### config.mk
export PLATFORM = sky130hd
export DESIGN_NAME = scan_pin_irq
export DESIGN_NICKNAME = d
export VERILOG_FILES = /design/src/rtl/scan_pin_irq_pkg.sv /design/src/rtl/scan_pin_irq_regs.sv /design/src/rtl/scan_pin_irq_detect.sv /design/src/rtl/scan_pin_irq_pend.sv /design/src/rtl/scan_pin_irq.sv
export SDC_FILE = /design/constraint.sdc
export NUM_CORES = 2
export LEC_CHECK = 0
export BUFFER_PORTS_ARGS = -buffer_cell sky130_fd_sc_hd__buf_4
export CORE_UTILIZATION = 40
export CTS_CLUSTER_DIAMETER = 50
export DETAILED_ROUTE_END_ITERATION = 8
export HOLD_SLACK_MARGIN = 0.06
export PLACE_DENSITY = 0.58
export SLEW_MARGIN = 20
export SYNTH_ARGS = -nofsm -noshare
export SYNTH_HDL_FRONTEND = slang
export SYNTH_SLANG_ARGS = --single-unit
### constraint.sdc
create_clock -name clk_i -period 4.1 [get_ports clk_i]
set_input_delay 0.41 -clock clk_i [delete_from_list [all_inputs] [get_ports clk_i]]
set_output_delay 0.41 -clock clk_i [all_outputs]
set_load 0.02 [all_outputs]
### src/rtl/scan_pin_irq_pkg.sv
`timescale 1ns/1ps
package scan_pin_irq_pkg;

   // address = {bank, slot}; slot is the bit row (or NUM_BITS+row for trig high)
   localparam int unsigned SLOT_W = 3;
   localparam int unsigned BANK_W = 3;
   localparam int unsigned CFG_MASTER_BIT = 0;

   typedef enum logic [BANK_W-1:0] {
      BANK_POL   = 3'd0,
      BANK_TRIG  = 3'd1,
      BANK_EN    = 3'd2,
      BANK_ACK   = 3'd3,
      BANK_IDENT = 3'd4,
      BANK_CFG   = 3'd5
   } bank_e;

   typedef enum logic [1:0] {
      TRG_LEVEL = 2'd0,
      TRG_BOTH  = 2'd1,
      TRG_FALL  = 2'd2,
      TRG_RISE  = 2'd3
   } trig_e;

endpackage

### src/rtl/scan_pin_irq_regs.sv
`timescale 1ns/1ps
module scan_pin_irq_regs
   import scan_pin_irq_pkg::*;
#(
   parameter int unsigned NUM_PORTS = 32,
   parameter int unsigned NUM_BITS  = 4,
   parameter int unsigned ADDR_W    = 6,
   localparam int unsigned PINS     = NUM_BITS * NUM_PORTS
) (
   input  logic                 clk_i,
   input  logic                 rst_ni,
   input  logic                 wr_en_i,
   input  logic [ADDR_W-1:0]    wr_addr_i,
   input  logic [NUM_PORTS-1:0] wr_data_i,
   input  logic                 rd_en_i,
   input  logic [ADDR_W-1:0]    rd_addr_i,
   input  logic [PINS-1:0]      ident_i,
   output logic [NUM_PORTS-1:0] rd_data_o,
   output logic [PINS-1:0]      pol_o,
   output logic [PINS-1:0]      tlo_o,
   output logic [PINS-1:0]      thi_o,
   output logic [PINS-1:0]      en_o,
   output logic [PINS-1:0]      ack_o,
   output logic                 master_o
);

   localparam int unsigned MAP_W = SLOT_W + BANK_W;

   bank_e              wr_bank, rd_bank;
   logic [SLOT_W-1:0]  wr_slot, rd_slot;
   logic               wr_in_map, rd_in_map;
   logic               wr_pol, wr_trig, wr_enb, wr_ack, wr_cfg;
   logic               master_q;
   logic [NUM_PORTS-1:0] rd_next, rd_q;

   assign wr_bank = bank_e'(wr_addr_i[SLOT_W +: BANK_W]);
   assign rd_bank = bank_e'(rd_addr_i[SLOT_W +: BANK_W]);
   assign wr_slot = wr_addr_i[SLOT_W-1:0];
   assign rd_slot = rd_addr_i[SLOT_W-1:0];

   // addresses wider than the map must have zero upper bits to hit
   generate
      if (ADDR_W > MAP_W) begin : g_upper
         assign wr_in_map = ~|wr_addr_i[ADDR_W-1:MAP_W];
         assign rd_in_map = ~|rd_addr_i[ADDR_W-1:MAP_W];
      end else begin : g_exact
         assign wr_in_map = 1'b1;
         assign rd_in_map = 1'b1;
      end
   endgenerate

   assign wr_pol  = wr_en_i & wr_in_map & (wr_bank == BANK_POL);
   assign wr_trig = wr_en_i & wr_in_map & (wr_bank == BANK_TRIG);
   assign wr_enb  = wr_en_i & wr_in_map & (wr_bank == BANK_EN);
   assign wr_ack  = wr_en_i & wr_in_map & (wr_bank == BANK_ACK);
   assign wr_cfg  = wr_en_i & wr_in_map & (wr_bank == BANK_CFG);

   // one register set per bit row
   generate
      for (genvar b = 0; b < NUM_BITS; b++) begin : g_row
         logic [NUM_PORTS-1:0] pol_r, tlo_r, thi_r, en_r;

         always_ff @(posedge clk_i) begin
            if (!rst_ni) begin
               pol_r <= '0;
               tlo_r <= '0;
               thi_r <= '0;
               en_r  <= '0;
            end else begin
               if (wr_pol && wr_slot == SLOT_W'(b))
                  pol_r <= wr_data_i;
               if (wr_trig && wr_slot == SLOT_W'(b))
                  tlo_r <= wr_data_i;
               if (wr_trig && wr_slot == SLOT_W'(NUM_BITS + b))
                  thi_r <= wr_data_i;
               if (wr_enb && wr_slot == SLOT_W'(b))
                  en_r <= wr_data_i;
            end
         end

         assign pol_o[b*NUM_PORTS +: NUM_PORTS] = pol_r;
         assign tlo_o[b*NUM_PORTS +: NUM_PORTS] = tlo_r;
         assign thi_o[b*NUM_PORTS +: NUM_PORTS] = thi_r;
         assign en_o [b*NUM_PORTS +: NUM_PORTS] = en_r;
         assign ack_o[b*NUM_PORTS +: NUM_PORTS] =
            (wr_ack && wr_slot == SLOT_W'(b)) ? wr_data_i : '0;
      end
   endgenerate

   always_ff @(posedge clk_i) begin
      if (!rst_ni)
         master_q <= 1'b0;
      else if (wr_cfg && wr_slot == '0)
         master_q <= wr_data_i[CFG_MASTER_BIT];
   end

   assign master_o = master_q;

   always_comb begin
      rd_next = '0;
      if (rd_in_map) begin
         case (rd_bank)
            BANK_POL: begin
               for (int b = 0; b < NUM_BITS; b++)
                  if (rd_slot == SLOT_W'(b))
                     rd_next = pol_o[b*NUM_PORTS +: NUM_PORTS];
            end
            BANK_TRIG: begin
               for (int b = 0; b < NUM_BITS; b++) begin
                  if (rd_slot == SLOT_W'(b))
                     rd_next = tlo_o[b*NUM_PORTS +: NUM_PORTS];
                  if (rd_slot == SLOT_W'(NUM_BITS + b))
                     rd_next = thi_o[b*NUM_PORTS +: NUM_PORTS];
               end
            end
            BANK_EN: begin
               for (int b = 0; b < NUM_BITS; b++)
                  if (rd_slot == SLOT_W'(b))
                     rd_next = en_o[b*NUM_PORTS +: NUM_PORTS];
            end
            BANK_IDENT: begin
               for (int b = 0; b < NUM_BITS; b++)
                  if (rd_slot == SLOT_W'(b))
                     rd_next = ident_i[b*NUM_PORTS +: NUM_PORTS];
            end
            BANK_CFG: begin
               if (rd_slot == '0)
                  rd_next[CFG_MASTER_BIT] = master_q;
            end
            default: rd_next = '0;
         endcase
      end
   end

   always_ff @(posedge clk_i) begin
      if (!rst_ni)
         rd_q <= '0;
      else if (rd_en_i)
         rd_q <= rd_next;
   end

   assign rd_data_o = rd_q;

endmodule

### src/rtl/scan_pin_irq_detect.sv
`timescale 1ns/1ps
module scan_pin_irq_detect
   import scan_pin_irq_pkg::*;
#(
   parameter int unsigned NUM_PORTS = 32
) (
   input  logic                 valid_i,
   input  logic                 primed_i,
   input  logic [NUM_PORTS-1:0] cur_i,
   input  logic [NUM_PORTS-1:0] prev_i,
   input  logic [NUM_PORTS-1:0] tlo_i,
   input  logic [NUM_PORTS-1:0] thi_i,
   input  logic [NUM_PORTS-1:0] pol_i,
   output logic [NUM_PORTS-1:0] evt_o
);

   generate
      for (genvar p = 0; p < NUM_PORTS; p++) begin : g_pin
         trig_e kind;
         logic  rise, fall, active;

         assign kind   = trig_e'({thi_i[p], tlo_i[p]});
         assign rise   = primed_i &  cur_i[p] & ~prev_i[p];
         assign fall   = primed_i & ~cur_i[p] &  prev_i[p];
         assign active = cur_i[p] ^ pol_i[p];

         always_comb begin
            evt_o[p] = 1'b0;
            if (valid_i) begin
               case (kind)
                  TRG_LEVEL: evt_o[p] = active;
                  TRG_BOTH:  evt_o[p] = rise | fall;
                  TRG_FALL:  evt_o[p] = fall;
                  TRG_RISE:  evt_o[p] = rise;
                  default:   evt_o[p] = 1'b0;
               endcase
            end
         end
      end
   endgenerate

endmodule

### src/rtl/scan_pin_irq_pend.sv
`timescale 1ns/1ps
module scan_pin_irq_pend #(
   parameter int unsigned NUM_PORTS = 32,
   parameter int unsigned NUM_BITS  = 4,
   localparam int unsigned PINS     = NUM_BITS * NUM_PORTS
) (
   input  logic            clk_i,
   input  logic            rst_ni,
   input  logic            smp_valid_i,
   input  logic [PINS-1:0] smp_data_i,
   input  logic [PINS-1:0] evt_i,
   input  logic [PINS-1:0] ack_i,
   input  logic [PINS-1:0] en_i,
   output logic [PINS-1:0] prev_o,
   output logic            primed_o,
   output logic [PINS-1:0] pend_o,
   output logic [PINS-1:0] ident_o
);

   logic [PINS-1:0] prev_q, pend_q;
   logic            primed_q;

   always_ff @(posedge clk_i) begin
      if (!rst_ni) begin
         prev_q   <= '0;
         primed_q <= 1'b0;
         pend_q   <= '0;
      end else begin
         if (smp_valid_i) begin
            prev_q   <= smp_data_i;
            primed_q <= 1'b1;
         end
         // a new event outranks an acknowledge in the same cycle
         pend_q <= (pend_q & ~ack_i) | evt_i;
      end
   end

   assign prev_o   = prev_q;
   assign primed_o = primed_q;
   assign pend_o   = pend_q;
   assign ident_o  = pend_q & en_i;

endmodule

### src/rtl/scan_pin_irq.sv
`timescale 1ns/1ps
module scan_pin_irq #(
   parameter int unsigned NUM_PORTS = 32,
   parameter int unsigned NUM_BITS  = 4,
   parameter int unsigned ADDR_W    = 6
) (
   input  logic                          clk_i,
   input  logic                          rst_ni,
   input  logic                          smp_valid_i,
   input  logic [NUM_BITS*NUM_PORTS-1:0] smp_data_i,
   input  logic                          wr_en_i,
   input  logic [ADDR_W-1:0]             wr_addr_i,
   input  logic [NUM_PORTS-1:0]          wr_data_i,
   input  logic                          rd_en_i,
   input  logic [ADDR_W-1:0]             rd_addr_i,
   output logic [NUM_PORTS-1:0]          rd_data_o,
   output logic                          irq_o
);

   localparam int unsigned PINS = NUM_BITS * NUM_PORTS;

   generate
      if (NUM_PORTS < 1 || NUM_PORTS > 32) begin : g_bad_ports
         $error("scan_pin_irq: NUM_PORTS must be 1..32");
      end
      if (NUM_BITS < 1 || NUM_BITS > 4) begin : g_bad_bits
         $error("scan_pin_irq: NUM_BITS must be 1..4");
      end
      if (ADDR_W < 6) begin : g_bad_addr
         $error("scan_pin_irq: ADDR_W must be at least 6");
      end
   endgenerate

   logic [PINS-1:0] pol, trig_lo, trig_hi, en, ack_mask;
   logic [PINS-1:0] evt, prev, pend, ident;
   logic            primed, master;

   scan_pin_irq_regs #(
      .NUM_PORTS (NUM_PORTS),
      .NUM_BITS  (NUM_BITS),
      .ADDR_W    (ADDR_W)
   ) regs_i (
      .clk_i     (clk_i),
      .rst_ni    (rst_ni),
      .wr_en_i   (wr_en_i),
      .wr_addr_i (wr_addr_i),
      .wr_data_i (wr_data_i),
      .rd_en_i   (rd_en_i),
      .rd_addr_i (rd_addr_i),
      .ident_i   (ident),
      .rd_data_o (rd_data_o),
      .pol_o     (pol),
      .tlo_o     (trig_lo),
      .thi_o     (trig_hi),
      .en_o      (en),
      .ack_o     (ack_mask),
      .master_o  (master)
   );

   generate
      for (genvar b = 0; b < NUM_BITS; b++) begin : g_det
         scan_pin_irq_detect #(
            .NUM_PORTS (NUM_PORTS)
         ) det_i (
            .valid_i  (smp_valid_i),
            .primed_i (primed),
            .cur_i    (smp_data_i[b*NUM_PORTS +: NUM_PORTS]),
            .prev_i   (prev[b*NUM_PORTS +: NUM_PORTS]),
            .tlo_i    (trig_lo[b*NUM_PORTS +: NUM_PORTS]),
            .thi_i    (trig_hi[b*NUM_PORTS +: NUM_PORTS]),
            .pol_i    (pol[b*NUM_PORTS +: NUM_PORTS]),
            .evt_o    (evt[b*NUM_PORTS +: NUM_PORTS])
         );
      end
   endgenerate

   scan_pin_irq_pend #(
      .NUM_PORTS (NUM_PORTS),
      .NUM_BITS  (NUM_BITS)
   ) pend_i (
      .clk_i       (clk_i),
      .rst_ni      (rst_ni),
      .smp_valid_i (smp_valid_i),
      .smp_data_i  (smp_data_i),
      .evt_i       (evt),
      .ack_i       (ack_mask),
      .en_i        (en),
      .prev_o      (prev),
      .primed_o    (primed),
      .pend_o      (pend),
      .ident_o     (ident)
   );

   assign irq_o = master & (|ident);

endmodule

==> metrics.cfg <==
[drt]
antenna_left = 0
first_iter_violations = 5279
wl_per_cell_um = 26.64
num_vias = 40971
firstDrtPassIters = 6
wl_mm = 179.5
avgViaCountPerCell = 6.080
drc_errors = 0

[sta]
setup_ws_ps = 415.9
rsz0062_at_grt = false
tightest_slew_ps = 1385
tns_ps = 0
hold_viol = 0
min_period_ps = 3684
fin_skew_ps = 33.76
slew_headroom_pct = 7.651
finalSetupViolations = 0
holdWs_ps = 95.46
min_period_over_period_pct = 89.86
slew_violations = 0
fmax_mhz = 271.4

[synth]
avgSynthCellArea_um2 = 8.481
ys_ff_latch = 802
synthCells = 5101
netlist_area_mm2 = 0.04326
yosysUniqueCellTypes = 74
synth_nets = 5278
synth_edf_count = 0
yosysSeqAreaShare_pct = 37.11
ys.flop_type = dfxtp_1
synthArstFlopShare_pct = 0
yosys_warnings = 0

[power_and_ir_drop]
power_density_mw_per_mm2 = 404.2
seqPwrFrac_pct = 39.7
total_leakage_power_nw = 18.66
swShare_pct = 25.34
combPwrFrac_pct = 8.7
internal_power_mw = 15.50
p_switching_mw = 5.259
ir_worst_vdd_v = 0.0003236
clkPwrFrac_pct = 51.7

[floorplan]
die_w_um = 330.9
start_util_pct = 40.35
fp-row-count = 120
die_h_um = 330.9
ios = 210
dieArea_mm2 = 0.1095
core_area_mm2 = 0.1072

[placement]
portBuffers = 209
dp_hpwl_mm = 121.7
dp.cells = 6397
dp_worst_setup_slack_ps = 1130
gp_congestion = 1.032

[global_routing]
grtUsageTotal_pct = 31.80
grt_pass1_wl_mm = 259.3
grt.overflow.total = 0
grt_pass1_vias = 37370
antenna_found_initial = 13
grt_max_degree = 271

[setup_path]
cp_num_buf_inv = 1
crit_family = simple AND/OR/NAND/NOR gates
cp-start-kind = flip-flop
worstPathRequired_ps = 3690
cp_max_fo = 2
end_kind = output pin
path_cells = nand2_1 > nand4_1 > or4_1 > nor4_1 > a41oi_1 > buf_4
critPathKind = flip-flop to output pin
crit_arrival_ps = 3270
critPathMaxStageDelay_ps = 610
cpMaxStageDelayCell = or4_1

[layout]
finalNetCount = 5413
regArea_mm2 = 0.01606
multiInputGateArea_mm2 = 0.02541
utilization_pct = 47.90
area_growth_pct = 18.69
drive_above_1_share_pct = 12.09
fillers = 10287
fin_cells = 6739

[cts]
cts-htree-levels = 3
clockBufferDepth = 3
post-cts-setup-buffers = 0
cts_tree = yes
cts_buffers = 112
clk_pin_slew_ps = 60
clock_sinks = 802
root_buffer = clkbuf_16
cts_resized = 0
insertion_delay_ps = 710

[min_path]
hold_path.class = input pin to flip-flop

[status]
status = complete, no violations

[flow_run]
maxCapViolations = 0

==> state kept, by name, summed over array words and instances (netlist names) <==
| name | cells |
|---|---|
| regs_i.g_row.en_r | 128 |
| regs_i.g_row.tlo_r | 128 |
| pend_i.pend_o | 128 |
| pend_i.primed_o | 1 |
| regs_i.master_o | 1 |
| regs_i.rd_data_o | 32 |
| regs_i.g_row.thi_r | 128 |
| pend_i.prev_o | 128 |
| regs_i.g_row.pol_r | 128 |
==> cell families (layout without fill, tap and decap cells) <==
kind of cell,Yosys count,after routing,synth area share [%]
compound gates,1307,1307,21.78
xor+xnor,128,128,2.591
fa+ha+maj,1,1,0.02314
buf+inv,440,673,4.373
flops,802,802,37.11
mux,393,393,10.49
other cells,0,2,0
simple gates,2030,2030,23.63
==> area by class of cell <==
type	instances	area share (%)
multi-input combinational	3859	49.49
inverter	8	0.05848
sequential	802	31.28
clock inverter	60	1.676
tap	1403	3.419
clock buffer	152	6.411
antenna	2	0.009747
timing repair buffer	453	7.661
==> path summary, 6_finish.rpt <==
check                                    start                           end  slack (ps)  depth (start not counted)
setup / recovery  pend_i.pend_o[56]$_SDFF_PN0_                         irq_o         420                          6
hold / removal                          rst_ni  pend_i.pend_o[80]$_SDFF_PN0_         100                          2
setup reg to reg  pend_i.primed_o$_SDFFE_PN0P_  pend_i.pend_o[81]$_SDFF_PN0_        2020                          5
hold reg to reg    pend_i.pend_o[3]$_SDFF_PN0_   pend_i.pend_o[3]$_SDFF_PN0_         470                          2
==> worst reg2reg max path, delay by kind of cell (launching register included) <==
family                 cells  cell delay [ps]
and+or+nand+nor            1              220
DFF                        1              850
AOI/OAI and AO/OA          3              580
buffers and inverters      1              360
==> power groups by stage <==
stage / combinational (mW) / clock [mW] / sequential [mW]
6_report: 1.80 / 10.7 / 8.23
5_1_grt: 1.88 / 11.2 / 8.24
4_1_cts: 1.76 / 10.8 / 8.21
3_5_place_dp: 1.65 / 0 / 8.38
3_3_place_gp: 1.63 / 0 / 8.38
2_1_floorplan: 0.989 / 0 / 8.26
==> cells in the mapped netlist, types with 25 or more instances <==
library cell  number  share of area [%]
and3b_1           28               0.57
a221oi_1          26               0.53
nor2_1           127                1.1
nor3b_1           65                1.1
o22ai_1           29               0.42
buf_2             96                1.1
xor2_1            65                1.3
a21boi_1          34               0.59
o21ai_0          194                2.2
mux2_2            43                1.1
a21oi_1           87                1.0
nand2_1          996                8.6
mux4_2            44                2.3
nand3_1          196                2.3
a21boi_0         541                9.4
mux2i_1          306                7.1
xnor2_1           63                1.3
or4bb_1           62                1.6
a32o_1            64                1.5
nor2b_1          351                5.1
nand3b_1          71                1.2
nor3_1            67               0.78
o311ai_0          65                1.3
a22oi_1           25               0.43
o211ai_1          95                1.6
dfxtp_1          802                 37
clkbuf_1         292                2.5
==> metal layers <==
layer / global-route usage [%] / share of wire, %
met3: 8.294 / 11
met4: 13.02 / 4.5
met5: 0 / 0.067
met1: 43.87 / 43
met2: 46.77 / 42
==> timing repair <==
action | in CTS | in global routing
hold buffers | 128 | 0
hold endpoints to repair | 135 | 0
endpoints found under the setup margin | 0 | 0
==> per-stage QoR <==
step                      power [mW]  cell area [um2]
after floorplan                9.252            43260
after global placement         10.01            45910
after detailed placement       10.03            45910
after CTS                      20.79            51340
after global routing           21.27            51340
final                          20.76            51350
==> layout by cell type, fill, tap and decap left out, types with 71 or more instances in the layout <==
master	Yosys	layout
mux2i_1	306	306
clkbuf_16	0	119
o211ai_1	95	95
nor2b_1	351	348
o21ai_0	194	194
nand3b_1	71	71
a21oi_1	87	87
dfxtp_1	802	801
dlygate4sd3_1	0	128
nor2_1	127	125
nand3_1	196	196
nand2_1	996	994
a21boi_0	541	541
buf_4	18	306
Power figures use the tool's default switching activity.
